[config.mk]
export PLATFORM = sky130hd
export DESIGN_NAME = recal_handshake
export DESIGN_NICKNAME = d
export VERILOG_FILES = /design/src/rtl/recal_pkg.sv /design/src/rtl/recal_rx_filter.sv /design/src/rtl/recal_timer.sv /design/src/rtl/recal_handshake.sv
export SDC_FILE = /design/constraint.sdc
export NUM_CORES = 1
export LEC_CHECK = 0
export BUFFER_PORTS_ARGS = -buffer_cell sky130_fd_sc_hd__buf_4
export CAP_MARGIN = 15
export CORE_MARGIN = 4
export CORE_UTILIZATION = 50
export CTS_CLUSTER_DIAMETER = 100
export DETAILED_ROUTE_END_ITERATION = 8
export GPL_ROUTABILITY_DRIVEN = 0
export PLACE_DENSITY = 0.81
export SKIP_CTS_REPAIR_TIMING = 1
export SLEW_MARGIN = 20
export SYNTH_ARGS = -nofsm -noshare
export SYNTH_HDL_FRONTEND = slang
export SYNTH_SLANG_ARGS = --single-unit
[constraint.sdc]
create_clock -name clk -period 2.3 [get_ports clk]
set_input_delay 0 -clock clk [delete_from_list [all_inputs] [get_ports clk]]
set_output_delay 0 -clock clk [all_outputs]
set_load 0.01 [all_outputs]
[src/rtl/recal_pkg.sv]
package recal_pkg;

    localparam int BUS_W = 8;

    typedef logic [BUS_W-1:0] code_t;

    localparam code_t CODE_REQ  = 8'h0F;
    localparam code_t CODE_ACK  = 8'h07;
    localparam code_t CODE_DONE = 8'h08;
    localparam code_t CODE_IDLE = 8'h00;

    typedef enum logic [1:0] {
        PH_IDLE,
        PH_ACK,
        PH_DONE,
        PH_CLR
    } phase_e;

    typedef struct packed {
        logic  stable;
        code_t code;
    } rx_s;

    function automatic logic code_hit(rx_s r, code_t c);
        return r.stable && (r.code == c);
    endfunction

    function automatic code_t drive_for(phase_e p);
        case (p)
            PH_ACK, PH_DONE: return CODE_REQ;
            default:         return CODE_IDLE;
        endcase
    endfunction

endpackage

[src/rtl/recal_rx_filter.sv]
module recal_rx_filter
    import recal_pkg::*;
(
    input  logic  clk,
    input  logic  rst,
    input  code_t raw_i,
    output rx_s   rx_o
);

    code_t sync1_q;
    code_t sync2_q;
    code_t prev_q;

    always_ff @(posedge clk) begin
        if (rst) begin
            sync1_q <= CODE_IDLE;
            sync2_q <= CODE_IDLE;
            prev_q  <= CODE_IDLE;
        end else begin
            sync1_q <= raw_i;
            sync2_q <= sync1_q;
            prev_q  <= sync2_q;
        end
    end

    always_comb begin
        rx_o.code   = sync2_q;
        rx_o.stable = (sync2_q == prev_q);
    end


    stable_two_samples_chk: assert property (@(posedge clk) disable iff (rst)
        rx_o.stable |-> (rx_o.code == $past(sync2_q)));

endmodule

[src/rtl/recal_timer.sv]
module recal_timer #(
    parameter int W = 16
) (
    input  logic         clk,
    input  logic         rst,
    input  logic         clr_i,
    input  logic [W-1:0] limit_i,
    output logic         expired_o
);

    logic [W-1:0] cnt_q;

    assign expired_o = (cnt_q >= limit_i);

    always_ff @(posedge clk) begin
        if (rst || clr_i) begin
            cnt_q <= '0;
        end else if (!expired_o) begin
            cnt_q <= cnt_q + 1'b1;
        end
    end


    cnt_hold_chk: assert property (@(posedge clk) disable iff (rst)
        (!clr_i && expired_o && $stable(limit_i)) |=> (cnt_q == $past(cnt_q)));

endmodule

[src/rtl/recal_handshake.sv]
module recal_handshake
    import recal_pkg::*;
#(
    parameter int TMO_W = 16
) (
    input  logic             clk,
    input  logic             rst,
    input  logic             start_i,
    input  logic [TMO_W-1:0] tmo_limit_i,
    input  logic [7:0]       from_seq_i,
    output logic [7:0]       to_seq_o,
    output logic             busy_o,
    output logic             done_o,
    output logic             timeout_o
);

    rx_s    rx;
    phase_e phase_q, phase_d;
    code_t  out_q;
    logic   done_q, tmo_q;
    logic   tmr_clr, tmr_exp;
    logic   finish, abort, accept;

    recal_rx_filter i_filter (
        .clk   (clk),
        .rst   (rst),
        .raw_i (from_seq_i),
        .rx_o  (rx)
    );

    recal_timer #(.W(TMO_W)) i_timer (
        .clk       (clk),
        .rst       (rst),
        .clr_i     (tmr_clr),
        .limit_i   (tmo_limit_i),
        .expired_o (tmr_exp)
    );

    always_comb begin
        phase_d = phase_q;
        tmr_clr = 1'b0;
        finish  = 1'b0;
        abort   = 1'b0;
        accept  = 1'b0;
        case (phase_q)
            PH_IDLE: begin
                tmr_clr = 1'b1;
                if (start_i) begin
                    phase_d = PH_ACK;
                    accept  = 1'b1;
                end
            end
            PH_ACK: begin
                if (code_hit(rx, CODE_ACK)) begin
                    phase_d = PH_DONE;
                    tmr_clr = 1'b1;
                end else if (tmr_exp) begin
                    phase_d = PH_IDLE;
                    abort   = 1'b1;
                end
            end
            PH_DONE: begin
                if (code_hit(rx, CODE_DONE)) begin
                    phase_d = PH_CLR;
                    tmr_clr = 1'b1;
                end else if (tmr_exp) begin
                    phase_d = PH_IDLE;
                    abort   = 1'b1;
                end
            end
            PH_CLR: begin
                if (code_hit(rx, CODE_IDLE)) begin
                    phase_d = PH_IDLE;
                    finish  = 1'b1;
                end else if (tmr_exp) begin
                    phase_d = PH_IDLE;
                    abort   = 1'b1;
                end
            end
            default: phase_d = PH_IDLE;
        endcase
    end

    always_ff @(posedge clk) begin
        if (rst) begin
            phase_q <= PH_IDLE;
            out_q   <= CODE_IDLE;
            done_q  <= 1'b0;
            tmo_q   <= 1'b0;
        end else begin
            phase_q <= phase_d;
            out_q   <= drive_for(phase_d);
            if (accept) begin
                done_q <= 1'b0;
                tmo_q  <= 1'b0;
            end
            if (finish) done_q <= 1'b1;
            if (abort)  tmo_q  <= 1'b1;
        end
    end

    assign to_seq_o  = out_q;
    assign busy_o    = (phase_q != PH_IDLE);
    assign done_o    = done_q;
    assign timeout_o = tmo_q;


    reset_state_chk: assert property (@(posedge clk)
        rst |=> (to_seq_o == CODE_IDLE) && !busy_o && !done_o && !timeout_o);


    start_accept_chk: assert property (@(posedge clk) disable iff (rst)
        (start_i && !busy_o) |=> (to_seq_o == CODE_REQ) && busy_o && !done_o && !timeout_o);


    done_release_chk: assert property (@(posedge clk) disable iff (rst)
        $rose(done_o) |-> !busy_o && (to_seq_o == CODE_IDLE));


    abort_release_chk: assert property (@(posedge clk) disable iff (rst)
        $rose(timeout_o) |-> !busy_o && (to_seq_o == CODE_IDLE));


    busy_start_chk: assert property (@(posedge clk) disable iff (rst)
        (busy_o && start_i && (to_seq_o == CODE_IDLE)) |=> (to_seq_o == CODE_IDLE));

endmodule

Word-level counts from Yosys, hierarchy flattened
Index checks and enable logic that the tools add are counted.
- add/sub/neg operators: 1
- $lt $le $gt $ge: 1
- equality and inequality tests: 8
- multiplexer cells: 22
- reduce and logical (&&, ||, !) cells: 10
- operators with widths (kind ; number):
    adder 16 x 1 -> 16 bit (second input constant) ; 1
    greater-or-equal comparator 16 bit ; 1
    2-to-1 mux 1 bit ; 13
    2-to-1 mux 2 bit ; 5
    equality test 8 x 3 -> 1 bit (second input constant) ; 1
    equality test 8 x 4 -> 1 bit (second input constant) ; 1
    equality test 8 bit ; 1
    zero test 8 bit ; 1
    case mux 2 bit (4 select lines) ; 1
    equality test 2 bit (second input constant) ; 3
    case mux 1 bit (3 select lines) ; 2
    nonzero test 2 bit ; 3
    equality test 2 x 1 -> 1 bit (second input constant) ; 2
    2-to-1 mux 4 bit ; 1
    logical AND 1 bit ; 3
    zero test 2 bit ; 1
    OR reduction 2 bit ; 1
    logical OR 1 bit ; 1
- register bits: 52
- input port bits: 27
- logic and storage cells: 50

Depth between registers and ports, before layout
Gate-level depths: netlist of run 1.
- depth in word-level cells: 7
- depth in mapped cells: 9
- mapped depth without buffers: 8

Cells and area by module
From an unflattened synthesis of run 1, not the netlist that was laid out.
- cell total of the unflattened synthesis: 264
- area, all modules: 2347.3 µm²
- modules (own cells, without submodules) (module ; instances ; cells an instance ; area each (µm²) ; seq. area each (µm²)):
    recal_timer ; 1 ; 148 ; 1179.9 ; 320.3
    recal_rx_filter ; 1 ; 61 ; 739.5 ; 480.5
    recal_handshake ; 1 ; 55 ; 427.9 ; 100.1

Worst setup path before layout of run 1
No wires, ideal clock.
- path type: register to register
- start: register i_timer.cnt_q[0]
- end: register i_timer.cnt_q[9]
- library setup time: 70 ps
- arrival time: 2221 ps
- setup slack: 9 ps
- stages on the path, launching flop included: 9
- buffers on the path: 0
- clock period less this slack: 2291 ps
- path through: dfxtp_1 > inv_1 > ha_1 > nand2b_4 > a2111oi_4 > o31ai_2 > a2111o_1 > or3_1 > a21oi_1
- word-level cells in the longest chain between the ends: 1
- ends and longest elaborated chain (element ; line ; source):
    start, declared ; recal_timer.sv:11 ; logic [W-1:0] cnt_q;
    start signal, assigned ; recal_timer.sv:19 ; cnt_q <= cnt_q + 1'b1;
    adder 16 x 1 -> 16 bit / greater-or-equal comparator 16 bit (equally long branches) ; recal_timer.sv:19, recal_timer.sv:13 ;
Parallel ways exist; a longest one is shown, timed or not.
A chain may end at the register's enable or synchronous reset.

Worst setup path after layout of run 1
- start: register i_timer.cnt_q[9]
- end: register i_timer.cnt_q[11]
The elaborated chain is that of the path after synthesis.

==> metrics.cfg, run 1 <==
[worst_setup_path]
worst-path-max-fanout = 8
worstPathArrival_ps = 2600
crit_required_ps = 2540
setup.worst_path.start_class = register
critical_path_class = register to register
rr_worst_depth = 7
r2r_start = i_timer.cnt_q[9]
crit_path_end_kind = register
rr_endpoint = i_timer.cnt_q[11]
r2r_slack_ps = -60

[routing]
drc = 0
wire_per_inst_um = 14.0
vias = 2008
viasPerCell = 5.50
first_pass_iters = 4
routed_wl_um = 5090
drtAntennaViolNets = 0
first_iter_violations = 111

[place]
port_buffers = 33
dpl.hpwl_um = 3230
placed_area_um2 = 2660

[timing]
min_period_ps = 2360
tightest_slew_ps = 585
rsz0062_at_grt = true
max_freq_mhz = 424
hold_viol = 0
setup_viol = 3
fin_crit_sh_pct = 103
slew-limit-headroom_pct = 60.7
fin_skew_ps = 5.96
slew_violations = 0
worst_slack_ps = -58.4
fin_hold_ws_ps = 15.3

[power]
p_per_area_nw_per_um2 = 499
switching_share_pct = 26.2
p_int_uw = 1130
ir_worst_vdd_v = 0.000430
clkPwrFrac_pct = 34.8
power.switching_uw = 401
p_seq_share_pct = 53.1
combPwrFrac_pct = 12.1
total_power_uw = 1530
leakage_uw = 0.00128

[floorplan]
die_w_um = 74.9
ioPinCount = 38
die-height_um = 74.9
rows = 24
initial_utilization_pct = 51.4
core_region_area_um2 = 4350
dieArea_um2 = 5610

[global_routing]
grt_first_pass_wirelength_um = 7460
grt_max_degree = 31
grt_pass1_vias = 1811
grt_overflow = 0
antenna_found_initial = 0
track_usage_pct = 17.1

[synth]
synth_top_area_share_pct = 40.2
synth_top_family_by_area = simple AND/OR/NAND/NOR gates
netlist_instances = 248
synth-seq-cells = 45
yosysTopAreaCell = dfxtp_1
synth_edf_count = 0
synth_flop_cell = dfxtp_1
synth-adder-area-share_pct = 9.50
yosys_warnings = 0
synthSimpleGateAreaFrac_pct = 23.9
synth_mux_area_share_pct = 0
ys_types = 44
synth_seq_area_share_pct = 40.2
synth-compound-area-share_pct = 16.5
syn_avg_cell_area_um2 = 9.03
synthXorXnorAreaFrac_pct = 2.74
synth.area.top_cells = dfxtp_1, ha_1, nor2b_1, a21oi_1, inv_1
syn-cell-area_um2 = 2240
ys_async_sr_fraction_pct = 0

[clock_tree]
clock-sinks = 45
tritoncts = done
cts_buffer_depth = 2
clock_latency_ps = 300
h-tree-depth = 2
path_clk_slew_ps = 100
ctsRootBufferMaster = clkbuf_8
cts_buffers = 5

[min_path]
min_path_type = primary input to register
worstHoldEndpoint = done_o
hold_depth = 4
holdCritStartpoint = start_i

[run]
drv_cap = 0

[finish]
nets = 356
drive_gt1_share_pct = 34.8
syn2layout_area_growth_pct = 36.9
diodes = 0
stdcell_area_um2 = 3070

[status]
violations = setup timing
status = finished with violations

-- worst max-delay path: stages (launching register included) --
cell	delay, ps
dfxtp_1	380
ha_4	230
a21oi_1	170
nand2_1	140
a221o_1	410
a2111o_1	420
or3_4	410
a21oi_2	130
-- kinds of logic (layout without fill, tap and decap cells) --
group | Yosys count | in the layout
flops | 45 | 45
compound gates | 51 | 51
simple gates | 93 | 93
xor+xnor | 7 | 7
other cells | 1 | 4
buf+inv | 34 | 96
fa+ha+maj | 17 | 17
-- how the worst max path moves through the flow --
stage | from | end | slack [ps] | depth (start not counted)
6_report | i_timer.cnt_q[9] | i_timer.cnt_q[11] | -60 | 7
5_1_grt | i_timer.cnt_q[9] | i_timer.cnt_q[11] | -160 | 7
4_1_cts | i_timer.cnt_q[0] | i_timer.cnt_q[10] | -100 | 9
3_5_place_dp | i_timer.cnt_q[0] | i_timer.cnt_q[10] | -60 | 9
3_3_place_gp | i_timer.cnt_q[0] | i_timer.cnt_q[14] | -7 | 9
2_1_floorplan | i_timer.cnt_q[0] | i_timer.cnt_q[9] | 9 | 8
-- power groups by stage --
| stage | logic, uW | clock network [uW] | registers, uW |
|---|---|---|---|
| after floorplan | 99.8 | 0 | 827 |
| after global placement | 148 | 0 | 829 |
| after detailed placement | 153 | 0 | 830 |
| after CTS | 154 | 541 | 812 |
| after global routing | 207 | 579 | 816 |
| final | 185 | 532 | 813 |
-- routing by layer --
| metal | routed length (um) | global-route usage [%] |
|---|---|---|
| met5 | 0 | 0 |
| met4 | 157 | 6.52 |
| met3 | 242 | 3.74 |
| met2 | 2690 | 30.1 |
| met1 | 2000 | 20.2 |
-- metrics by stage --
stage | std cells | setup TNS (ps) | setup WS, ps | utilization, %
6_report | 365 | -76.8 | -58.4 | 70.4
3_5_place_dp | 345 | -348 | -57.3 | 61.0
2_1_floorplan | 251 | 0 | 8.67 | -
5_1_grt | 365 | -885 | -158 | 70.4
3_3_place_gp | 345 | -14.6 | -7.26 | 61.0
4_1_cts | 353 | -668 | -98.2 | 63.2
-- flip-flops by register name, summed over array words and instances (netlist names) --
name and flops:
i_timer.cnt_q 16, to_seq_o 1, phase_q 2, i_filter.sync2_q 8, i_filter.sync1_q 8, i_filter.prev_q 8
timeout_o 1, done_o 1
-- cells in the mapped netlist, drive strengths merged (2+ instances only) --
library cell and number:
a31oi 2, nand4 6, a21o 4, nor2 11, nand3 10, o211ai 2
clkbuf 4, inv 20, or4 4, o31ai 5, or3 6, a2111oi 2
xnor2 6, nand2b 3, nor4 6, a21oi 18, nor2b 24, dfxtp 45
nand2 15, and4 2, ha 17, o21ai 7, a211oi 3, or2 4
buf 10
-- cells in the final DEF (no fill, tap or decap), types with 6 or more instances in the layout --
| cell type | count |
|---|---|
| inv_1 | 19 |
| a21oi_1 | 11 |
| nand2_1 | 15 |
| nand3_1 | 10 |
| dlygate4sd3_1 | 8 |
| buf_4 | 58 |
| nor2b_1 | 24 |
| a21oi_2 | 6 |
| ha_1 | 12 |
| nand4_1 | 6 |
| dfxtp_1 | 41 |
| nor2_1 | 10 |
| o21ai_0 | 6 |
| xnor2_1 | 6 |
-- final cells by class --
| type | instances | area [um2] |
|---|---|---|
| multi-input cells | 172 | 1390 |
| fillers | 317 | 1290 |
| flip-flops and latches | 45 | 906 |
| repair buffers | 68 | 532 |
| inverters | 20 | 75.1 |
| clock buffers | 5 | 68.8 |
| well taps | 52 | 65.1 |
| clock inverters | 3 | 28.8 |
No activity file was read; power rests on OpenSTA's default activity.
==> run 2: changes to the inputs <==
--- a/config.mk
+++ b/config.mk
@@ -8,11 +8,12 @@
 export BUFFER_PORTS_ARGS = -buffer_cell sky130_fd_sc_hd__buf_4
 export CAP_MARGIN = 15
 export CORE_MARGIN = 4
-export CORE_UTILIZATION = 50
+export CORE_UTILIZATION = 40
 export CTS_CLUSTER_DIAMETER = 100
 export DETAILED_ROUTE_END_ITERATION = 8
 export GPL_ROUTABILITY_DRIVEN = 0
-export PLACE_DENSITY = 0.81
+export GPL_TIMING_DRIVEN = 0
+export PLACE_DENSITY = 0.68
 export SKIP_CTS_REPAIR_TIMING = 1
 export SLEW_MARGIN = 20
 export SYNTH_ARGS = -nofsm -noshare
==> run 2 against run 1 <==
- the run still ends with setup timing left
- combinational power about the same
- routed wire length is 13% lower
- critical path depth unchanged
- non-clock buffer count down 8
- final area is 4.0% lower
- global-route usage down 4.7 points
- clock power decreased by 8.3%
- sequential power is 0.6% lower
- setup slack better by 48 ps
- largest cell class unchanged
==> metrics.cfg, run 2 (synthesis results as in run 1) <==
[min_path]
min_path_type = primary input to register
worstHoldEndpoint = done_o
holdCritStartpoint = start_i
hold_depth = 4  ; unchanged

[place]
placed_area_um2 = 2590  ; -2.6%
dpl.hpwl_um = 3240  ; +0.13%
port_buffers = 33  ; unchanged

[worst_setup_path]
cpMaxStageDelayCell = a2111o_1
critical-path-top-delay-family = compound AO/OA/AOI/OAI gates
cp.depth = 7  ; unchanged
crit_required_ps = 2530  ; about the same
critPathBufInv = 0  ; unchanged
r2r_start = i_timer.cnt_q[13]
rr_endpoint = i_timer.cnt_q[7]
r2r_slack_ps = -10  ; +50 ps
rr_worst_depth = 7  ; unchanged
critical_path_class = register to register
crit_path_end_kind = register
setup.worst_path.start_class = register
worstPathArrival_ps = 2540  ; -60 ps
worst-path-max-fanout = 8  ; unchanged
worstPathCellList = ha_4 > a21o_1 > a21o_1 > a221o_1 > a2111o_1 > or3_1 > a21oi_1
max_stage_delay_ps = 420  ; about the same
crit_top_cell = a21o_1

[clock_tree]
clock_latency_ps = 300  ; about the same
tritoncts = done
h-tree-depth = 2  ; unchanged
ctsRootBufferMaster = clkbuf_8
path_clk_slew_ps = 90  ; about the same
cts_buffers = 5  ; unchanged
cts_buffer_depth = 2  ; unchanged
clock-sinks = 45  ; unchanged

[power]
leakage_uw = 0.00120  ; -6.0%
ir_worst_vdd_v = 0.000524  ; +22%
p_per_area_nw_per_um2 = 505  ; +1.0%

[status]
violations = setup timing
status = finished with violations

[timing]
slew-limit-headroom_pct = 62.2  ; +1.5 points
fin_crit_sh_pct = 100  ; -2.1 points
slew_violations = 0  ; unchanged
max_freq_mhz = 433  ; +2.1%
min_period_ps = 2310  ; -47.9 ps
fin_skew_ps = 7.00  ; +1.04 ps
tightest_slew_ps = 561  ; -23.3 ps
worst_slack_ps = -10.5  ; +47.9 ps
setup_viol = 1  ; -2
hold_viol = 0  ; unchanged
rsz0062_at_grt = true

[floorplan]
rows = 26  ; +8.3%
initial_utilization_pct = 42.5  ; -8.9 points
die-height_um = 82.8  ; +11%
ioPinCount = 38  ; unchanged
die_w_um = 82.8  ; +11%
dieArea_um2 = 6860  ; +22%
core_region_area_um2 = 5270  ; +21%

[finish]
diodes = 0  ; unchanged
largest_register_ffs = 16  ; unchanged
final_common_cell = buf_4
drive_gt1_share_pct = 28.9  ; -6.0 points
syn2layout_area_growth_pct = 31.4
fillCellCount = 496  ; +56%
stdcell_area_um2 = 2940  ; -4.0%
regMostFlops = i_timer.cnt_q
postLayoutCoreUtil_pct = 55.8  ; -15 points
nets = 348  ; -2.2%
final_cell_mix = buf_4, dfxtp_1, nor2b_1, inv_1, a21oi_1

[routing]
first_iter_violations = 117  ; +5.4%
viasPerCell = 4.98  ; -9.5%
drc = 0  ; unchanged
drtAntennaViolNets = 0  ; unchanged
first_pass_iters = 4  ; unchanged
routed_wl_um = 4450  ; -13%
vias = 1866  ; -7.1%
wire_per_inst_um = 11.9  ; -15%

[global_routing]
grt_max_degree = 16  ; -48%
grt_overflow = 0  ; unchanged
grt_pass1_vias = 1675  ; -7.5%
track_usage_pct = 12.4  ; -4.7 points
antenna_found_initial = 0  ; unchanged
grt_first_pass_wirelength_um = 7170  ; -3.9%

[run]
drv_cap = 0  ; unchanged

[run 2: how the worst max path moves through the flow]
stage                            from               end
floorplan            i_timer.cnt_q[0]  i_timer.cnt_q[9]
global placement     i_timer.cnt_q[0]       to_seq_o[2]
detailed placement   i_timer.cnt_q[0]  i_timer.cnt_q[7]
CTS                  i_timer.cnt_q[0]  i_timer.cnt_q[7]
global route         i_timer.cnt_q[0]       to_seq_o[2]
finish              i_timer.cnt_q[13]  i_timer.cnt_q[7]
[run 2: report_power, final]
| part | internal, uW | leakage (uW) | switching, uW |
|---|---|---|---|
| Clock | 215 | 0.0000481 | 272 |
| Sequential | 798 | 0.000371 | 10.7 |
| Combinational | 103 | 0.000783 | 85.1 |
[run 2: layout make-up]
type / instances / area (um2) / share of cell area, %
Buffer: 14 / 87.6 / 2.98
Clock buffer: 5 / 68.8 / 2.34
Clock inverter: 3 / 22.5 / 0.765
Inverter: 20 / 75.1 / 2.55
Multi-Input combinational cell: 172 / 1320 / 44.9
Sequential cell: 45 / 915 / 31.1
Tap cell: 70 / 87.6 / 2.98
Timing Repair Buffer: 46 / 365 / 12.4
[run 2: metal layers]
metal	GRT usage, %	wire length [um]	vias to the layer above
li1	-	-	975
met1	15.1	2040	853
met2	20.5	2130	31
met3	3.86	195	7
met4	4.61	78	0
met5	0	0	-
[run 2: through the flow]
step / total power (uW) / instances / setup TNS [ps] / hold WS (ps) / worst slack, ps
2_1_floorplan: 927 / 251 / 0 / 128 / 8.67
3_5_place_dp: 991 / 354 / -1460 / 218 / -206
3_3_place_gp: 986 / 354 / -1240 / 208 / -202
5_1_grt: 1560 / 375 / -383 / 52.8 / -98.7
6_report: 1480 / 375 / -10.5 / 20.0 / -10.5
4_1_cts: 1470 / 362 / -1660 / -103 / -229
[run 2: worst min-delay path, stage by stage]
cell and delay, ps:
buf_4 80, nand2_1 80, nand2_1 80, a21oi_1 50
==> run 3: changes to the inputs <==
--- a/config.mk
+++ b/config.mk
@@ -5,8 +5,8 @@
 export SDC_FILE = /design/constraint.sdc
 export NUM_CORES = 1
 export LEC_CHECK = 0
-export BUFFER_PORTS_ARGS = -buffer_cell sky130_fd_sc_hd__buf_4
-export CAP_MARGIN = 15
+export BUFFER_PORTS_ARGS = -buffer_cell sky130_fd_sc_hd__clkbuf_2
+export CAP_MARGIN = 0
 export CORE_MARGIN = 4
 export CORE_UTILIZATION = 40
 export CTS_CLUSTER_DIAMETER = 100
==> run 3 against run 2 <==
- the flow still finishes with violations (setup timing)
- utilization decreased by 1.1 points
- die area stayed put
- setup slack worse by 0.98 ps
- largest cell class unchanged
==> metrics.cfg, run 3 (synthesis results as in run 1) <==
[power]
clkPwrFrac_pct = 37.6  ; +4.7 points
switching_share_pct = 22.9  ; -1.9 points
ir_worst_vdd_v = 0.000387  ; -26%
power.switching_uw = 360  ; -2.1%
p_per_area_nw_per_um2 = 545  ; +8.0%
p_int_uw = 1210  ; +8.5%
p_seq_share_pct = 51.4  ; -3.1 points
leakage_uw = 0.00119  ; -0.83%
combPwrFrac_pct = 11.0  ; -1.7 points

[clock_tree]
path_clk_slew_ps = 80  ; about the same
ctsRootBufferMaster = clkbuf_8
cts_buffer_depth = 2  ; unchanged
tritoncts = done
h-tree-depth = 2  ; unchanged
clock_latency_ps = 300  ; about the same
clock-sinks = 45  ; unchanged
cts_buffers = 5  ; unchanged

[floorplan]
die_w_um = 82.8  ; unchanged
ioPinCount = 38  ; unchanged
core_region_area_um2 = 5270  ; unchanged
dieArea_um2 = 6860  ; unchanged
die-height_um = 82.8  ; unchanged
initial_utilization_pct = 42.5  ; unchanged
rows = 26  ; unchanged

[finish]
largest_register_ffs = 16  ; unchanged
diodes = 0  ; unchanged
seq_area_um2 = 913  ; -0.14%
final_common_cell = dfxtp_1
regMostFlops = i_timer.cnt_q
nets = 348  ; unchanged
fillCellCount = 502  ; +1.2%
stdcell_count = 375  ; unchanged
drive_gt1_share_pct = 29.5  ; +0.66 points
multiInputGateArea_um2 = 1330  ; +0.66%
final_cell_mix = dfxtp_1, clkbuf_2, nor2b_1, inv_1, nand2_1
syn2layout_area_growth_pct = 28.8

[timing]
slew_violations = 0  ; unchanged
min_period_ps = 2310  ; +0.980 ps
max_freq_mhz = 433  ; about the same
setup_viol = 1  ; unchanged
hold_viol = 0  ; unchanged
slew-limit-headroom_pct = 61.2  ; -1.1 points
tightest_slew_ps = 577  ; +15.7 ps
fin_skew_ps = 4.33  ; -2.67 ps
rsz0062_at_grt = true
worst_slack_ps = -11.4  ; -0.980 ps
setup_tns_ps = -11.4  ; -0.980 ps
fin_crit_sh_pct = 100  ; about the same

[worst_setup_path]
crit_path_end_kind = register
worstPathArrival_ps = 2540  ; about the same
setup.worst_path.start_class = register
crit_required_ps = 2530  ; about the same
rr_endpoint = i_timer.cnt_q[9]
rr_worst_depth = 7  ; unchanged
worst-path-max-fanout = 8  ; unchanged
r2r_slack_ps = -10  ; about the same
critical_path_class = register to register
r2r_start = i_timer.cnt_q[13]

[routing]
first_iter_violations = 61  ; -48%
routed_wl_um = 4530  ; +1.9%
vias = 1888  ; +1.2%
viasPerCell = 5.03  ; +1.2%
wire_per_inst_um = 12.1  ; +1.9%
drtAntennaViolNets = 0  ; unchanged
first_pass_iters = 4  ; unchanged
drc = 0  ; unchanged

[status]
violations = setup timing
status = finished with violations

[min_path]
worstHoldEndpoint = done_o
holdCritStartpoint = start_i
min_path_type = primary input to register
hold_depth = 4  ; unchanged

[run]
drv_cap = 0  ; unchanged

[global_routing]
grt_pass1_vias = 1702  ; +1.6%
grt_max_degree = 15  ; -1
antenna_found_initial = 0  ; unchanged
grt_first_pass_wirelength_um = 7370  ; +2.8%
track_usage_pct = 12.8  ; +0.46 points
grt_overflow = 0  ; unchanged

[place]
port_buffers = 33  ; unchanged
dpl.hpwl_um = 3270  ; +1.1%
placedCellCount = 354  ; unchanged

[run 3: cell types whose count changed in the layout (fill, tap and decap cells not counted), moves of 2 or more]
cell      delta
clkbuf_2    +33
buf_4       -32
a21oi_1      -2
a21oi_2      +2
[run 3: layout make-up]
type	instances	share of cell area [%]
plain buffers	14	2.91
clock buffers	6	2.52
clock inverters	2	1.34
inverters	20	2.60
multi-input cells	172	46.1
flip-flops and latches	45	31.7
well taps	70	3.04
repair buffers	46	9.80
[run 3: power by group through the flow]
stage,combinational (uW),sequential (uW),clock (uW)
6_report,173,808,591
5_1_grt,194,811,635
4_1_cts,147,810,605
3_5_place_dp,147,828,0
3_3_place_gp,142,828,0
2_1_floorplan,99.8,827,0
[run 3: critical path, cell delays in order (launching register included)]
cell	delay (ps)
dfxtp_4	360
ha_4	210
a21o_1	150
a21o_1	190
a221o_1	400
a2111o_1	420
or3_4	400
a21oi_2	110
[run 3: worst max path at each step]
stage | from | end | slack, ps | cells past startpoint
global placement | i_timer.cnt_q[0] | to_seq_o[2] | -220 | 9
floorplan | i_timer.cnt_q[0] | i_timer.cnt_q[9] | 9 | 8
global route | i_timer.cnt_q[1] | i_timer.cnt_q[9] | -100 | 6
detailed placement | i_timer.cnt_q[13] | to_seq_o[2] | -220 | 7
finish | i_timer.cnt_q[13] | i_timer.cnt_q[9] | -10 | 7
CTS | i_timer.cnt_q[13] | to_seq_o[2] | -250 | 7
[run 3: metrics by stage]
step	power, uW	instance area [um2]	setup WS, ps	util (%)	hold WS [ps]
final	1570	2880	-11.4	54.7	46.6
after global routing	1640	2880	-104	54.7	58.3
after CTS	1560	2620	-254	49.6	-104
after detailed placement	975	2500	-225	47.5	214
after global placement	970	2500	-224	47.5	207
after floorplan	927	2250	8.67	-	128
[run 3: layer usage]
metal	vias up	GRT usage [%]	share of wire, %
met4	0	5.50	1.7
li1	981	-	-
met5	-	0	0
met3	8	3.56	4.3
met2	40	21.4	50
met1	859	15.4	44
